===== src/rtl/baud_tick_gen.sv =====
module baud_tick_gen #(
  parameter int          DIV_W   = 16,
  parameter logic [7:0]  PRE_RST = 8'h20
) (
  input  logic       clk,
  input  logic       rst_n,
  input  logic       enh_en,
  input  logic       wr_en,
  input  logic [1:0] wr_addr,
  input  logic [7:0] wr_data,
  output logic       tick16
);
  localparam int HI_W = DIV_W - 8;

  logic [7:0]       div_lo;
  logic [HI_W-1:0]  div_hi;
  logic [7:0]       pre_reg;
  logic             psel;
  logic [DIV_W-1:0] div_act, div_next, deff, dcnt;
  logic [5:0]       meff, len, pcnt;
  logic [2:0]       acc;
  logic [3:0]       acc_sum;
  logic             pre_en, tc;

  wire wr_lo = wr_en && (wr_addr == 2'd0);
  wire wr_hi = wr_en && (wr_addr == 2'd1);

  assign div_next = {wr_hi ? wr_data[HI_W-1:0] : div_hi, wr_lo ? wr_data : div_lo};
  assign deff     = (div_act == '0) ? DIV_W'(1) : div_act;
  assign meff     = (pre_reg[7:3] == 5'd0) ? 6'd1 : {1'b0, pre_reg[7:3]};
  assign acc_sum  = {1'b0, acc} + {1'b0, pre_reg[2:0]};
  assign pre_en   = !psel || (pcnt == len - 6'd1);
  assign tc       = pre_en && (dcnt == deff - DIV_W'(1));

  always_ff @(posedge clk or negedge rst_n) begin
    if (!rst_n) begin
      div_lo  <= '0;
      div_hi  <= '0;
      pre_reg <= PRE_RST;
      psel    <= 1'b0;
    end else if (wr_en) begin
      case (wr_addr)
        2'd0: div_lo  <= wr_data;
        2'd1: div_hi  <= wr_data[HI_W-1:0];
        2'd2: pre_reg <= wr_data;
        2'd3: if (enh_en) psel <= wr_data[0];
      endcase
    end
  end

  always_ff @(posedge clk or negedge rst_n) begin
    if (!rst_n) begin
      pcnt <= '0;
      acc  <= '0;
      len  <= 6'd1;
    end else if (!psel) begin
      pcnt <= '0;
      acc  <= '0;
      len  <= meff;
    end else if (pre_en) begin
      pcnt <= '0;
      acc  <= acc_sum[2:0];
      len  <= meff + {5'd0, acc_sum[3]};
    end else begin
      pcnt <= pcnt + 6'd1;
    end
  end

  always_ff @(posedge clk or negedge rst_n) begin
    if (!rst_n) begin
      dcnt    <= '0;
      div_act <= '0;
      tick16  <= 1'b0;
    end else begin
      tick16 <= tc;
      if (tc) begin
        dcnt    <= '0;
        div_act <= div_next;
      end else if (pre_en) begin
        dcnt <= dcnt + DIV_W'(1);
      end
    end
  end
endmodule



===== config.mk =====
export PLATFORM = sky130hd
export DESIGN_NAME = baud_tick_gen
export DESIGN_NICKNAME = d
export VERILOG_FILES = /design/src/rtl/baud_tick_gen.sv
export SDC_FILE = /design/constraint.sdc
export NUM_CORES = 1
export LEC_CHECK = 0
export BUFFER_PORTS_ARGS = -buffer_cell sky130_fd_sc_hd__buf_2
export CAP_MARGIN = 0
export CORE_UTILIZATION = 46
export CTS_CLUSTER_SIZE = 16
export DETAILED_ROUTE_END_ITERATION = 10
export RECOVER_POWER = 25
export SLEW_MARGIN = 20
export SYNTH_ARGS = -nofsm -noshare
export SYNTH_HDL_FRONTEND = slang
export SYNTH_SLANG_ARGS = --single-unit

===== constraint.sdc =====
create_clock -name clk -period 4.09 [get_ports clk]
set_input_delay 0.6135 -clock clk [delete_from_list [all_inputs] [get_ports clk]]
set_output_delay 0.6135 -clock clk [all_outputs]
set_load 0.1 [all_outputs]

==> summary.md <==
| Metric | Value |
|---|---|
| Crit path time final | between 3 and 4 ns |
| Sink Count | 73 |
| Core Util, Final | a little over half |
| FFs w/ async S/R, synth | 100% |
| Non-Filler Instances | ~500 |
| Share of the synthesized area in the top cell type | between 40% and 50% |
| Clock slew at reported path FFs | 0.08 ns |
| Max-slew violation count | 74 |
| Die area | between 0.009 and 0.01 mm2 |
| Largest area contributor in the netlist | dfrtp_1 |
| Slew @ Worst Pin | between 1.5 and 2 ns |
| Clk buf depth | 2 |
| Cell Area, Placed | approximately 0.0042 mm2 |
| Outcome | complete, but fails checks |
| Antenna-violating nets left | 0 |
| RSZ-0062 raised after global routing | no |
| Net count after synthesis | 395 |
| Pwr dens | 659 mW/mm2 |
| Synthesized instance count | between 300 and 400 |
| Fin nets | between 400 and 500 |
| Worst path required time | between 4 and 5 ns |
| Top Registers | dcnt x16, div_act x16 |
| Number of max-cap violations | 1 |
| Initial core utilization | between 40 and 50% |
| First-iteration detailed-routing DRC count | 130 |
| Cts bufs inserted | 9 |
| Synthesized flop and latch total | 73 |
| Cell Area, Synth | approximately 0.0041 mm2 |
| Setup Skew | between 0.01 and 0.015 ns |
| Total grt overflow | 0 |
| Num rows | 33 |
| Drc violations | 0 |
| WS Path Type | reg2reg |
| Post-Route WL | 8030 um |
| Final hold violation count | 0 |
| Count of buffers from port buffering | 14 |
| CP Capture Type | flip-flop |
| Ant. Diodes | 0 |
| Vias per inst | 5.57 |
| Initial antenna violation count | 0 |
| Hold/Removal Path Class | reg2reg |
| Max Freq | between 200 and 300 MHz |
| Gr usage total | 19.7% |
| Per-cell routed wire length | about 16 um |
| Final setup TNS | 0 ns |
| First-pass GRT wire length | between 10000 and 15000 um |
| CTS tree | built |
| Most frequent cells in the layout | dfrtp_1, nor2_1, mux2_2 |
| TritonRoute pass-1 iters | 5 |
| Max VDD drop | a little over 0.0003 V |
| Die W | between 90 and 100 um |
| Core Box Area | ~0.0084 mm2 |
| Synth Flop Type | dfrtp_1 |
| Worst-skew pair later-pin latency | about 0.34 ns |
| Failing checks | capacitance limit, slew limit |
| Syn avg cell area | roughly 11 um2 |
| Post-CTS Setup Bufs | 0 |
| Share of the yosys chip area belonging to registers | between 40 and 50% |
| CP arrival | roughly 4.0 ns |
| Vias in the first global route | roughly 2600 |
| Share of layout cells above drive strength 1 | a little under a quarter |
| Critical path peak fanout | 7 |
| Crit start category | flip-flop |
| Commonest non-fill, non-tap cell in the layout | dfrtp_1 |
| Worst slew margin | -18.4% |
| Gpl congestion | 0.852 |
| Crit share post-route | 92.8% |
| Top post-synthesis cells by area | dfrtp_1, mux2_2, xor2_1, mux2_4, xnor2_1 |
| Final setup violation count | 0 |
| Area grow syn2layout | 9.67% |
| Final Instance Area | between 0.004 and 0.005 mm2 |
| EDFF count, synth | 0 |
| Largest net degree at the start of global routing | 74 |
| # H-tree levels | 3 |
| Pwr Total | roughly 2900 uW |
| Vert. Die Dim | just under 100 um |
| Dpl cells | a little under 500 |
| Pleak | roughly 0.0021 uW |
| Via count | 2767 |
| Clock root buffer | clkbuf_8 |
| I/O Pins | 15 |
| Dpl hpwl | ~5800 um |
| Synth unique cells | between 60 and 70 |
| Total number of yosys warnings | 0 |
metrics by stage:
stage               hold WS [ns]  worst slack (ns)
floorplan                  0.318             0.386
global placement           0.476             0.254
detailed placement         0.484             0.207
CTS                        0.438             0.181
global route               0.516           0.00574
finish                     0.501             0.295
worst max-delay path: stages (launching register included):
cell      delay, ns
dfrtp_1        0.46
nor4_4         0.37
nand2_1        0.15
nor2_1         0.21
a21oi_1        0.10
ha_1           0.28
nor3b_2        0.21
a21boi_0       0.21
o32a_1         0.17
a21oi_1        0.06
or4_4          0.55
nor4_4         0.32
buf_4          0.24
mux2_2         0.35
where the power goes:
part           switching (uW)  leakage (uW)  total [uW]  internal (uW)
sequential                256      0.000926        1150            893
clock                     276      0.000113         638            362
combinational             578       0.00102        1160            581
total                    1110       0.00206        2940           1840
synthesized netlist by cell type, drive strengths merged, types with 2 or more instances:
cell type	instances
and2	3
mux2i	5
a21o	2
nor4	6
nand2b	5
dfstp	2
and4	3
or4	2
and3	13
o21ai	9
o22ai	2
nand3b	3
ha	9
nand4b	2
mux2	42
xor2	27
clkbuf	10
nor3	8
xnor2	15
nor2	34
nor3b	3
dfrtp	71
o2111ai	2
a31oi	2
nor2b	6
inv	9
buf	8
nand4	12
nand2	10
a21oi	12
nand3	11
cells by family (layout without fill, tap and decap cells):
kind of cell	after synthesis	after routing	share of synthesized area [%]
AO/OA/AOI/OAI	46	46	7.62
XOR/XNOR	42	42	9.03
adder cells (fa/ha/maj)	10	10	3.26
buffers and inverters	27	48	3.72
flip-flops	73	73	44.9
multiplexers	47	47	13.8
AND/OR/NAND/NOR	126	126	17.7
repair_timing:
item,CTS,global route
gates resized for setup,0,4
setup endpoints to repair,0,26
hold buffers,0,0
worst paths after layout:
| check | from | end | slack, ns | depth (start not counted) |
|---|---|---|---|---|
| min | div_lo[7] | div_lo[7] | 0.50 | 1 |
| max in group asynchronous | rst_n | div_act[4] | 2.17 | 1 |
| max reg2reg | div_act[9] | div_act[15] | 0.29 | 13 |
| max | div_act[9] | div_act[15] | 0.29 | 13 |
| min in group asynchronous | rst_n | pcnt[1] | 0.72 | 1 |
| min reg2reg | div_lo[7] | div_lo[7] | 0.50 | 1 |
routing by layer:
metal | GRT usage, % | share of wire, % | up-vias
li1 | - | - | 1365
met1 | 27.8 | 51 | 1346
met2 | 30.5 | 45 | 47
met3 | 2.92 | 2.3 | 9
met4 | 7.71 | 1.5 | 0
met5 | 0 | 0 | -
final cells by class:
cell class                      count  area, um2
Inverter                            9       33.8
Fill cell                         721       3910
Timing Repair Buffer               23        141
Sequential cell                    73       1830
Multi-Input combinational cell    271       2100
Clock inverter                      6       90.1
Tap cell                          105        131
Clock buffer                       10        138
Power figures use the tool's default switching activity.
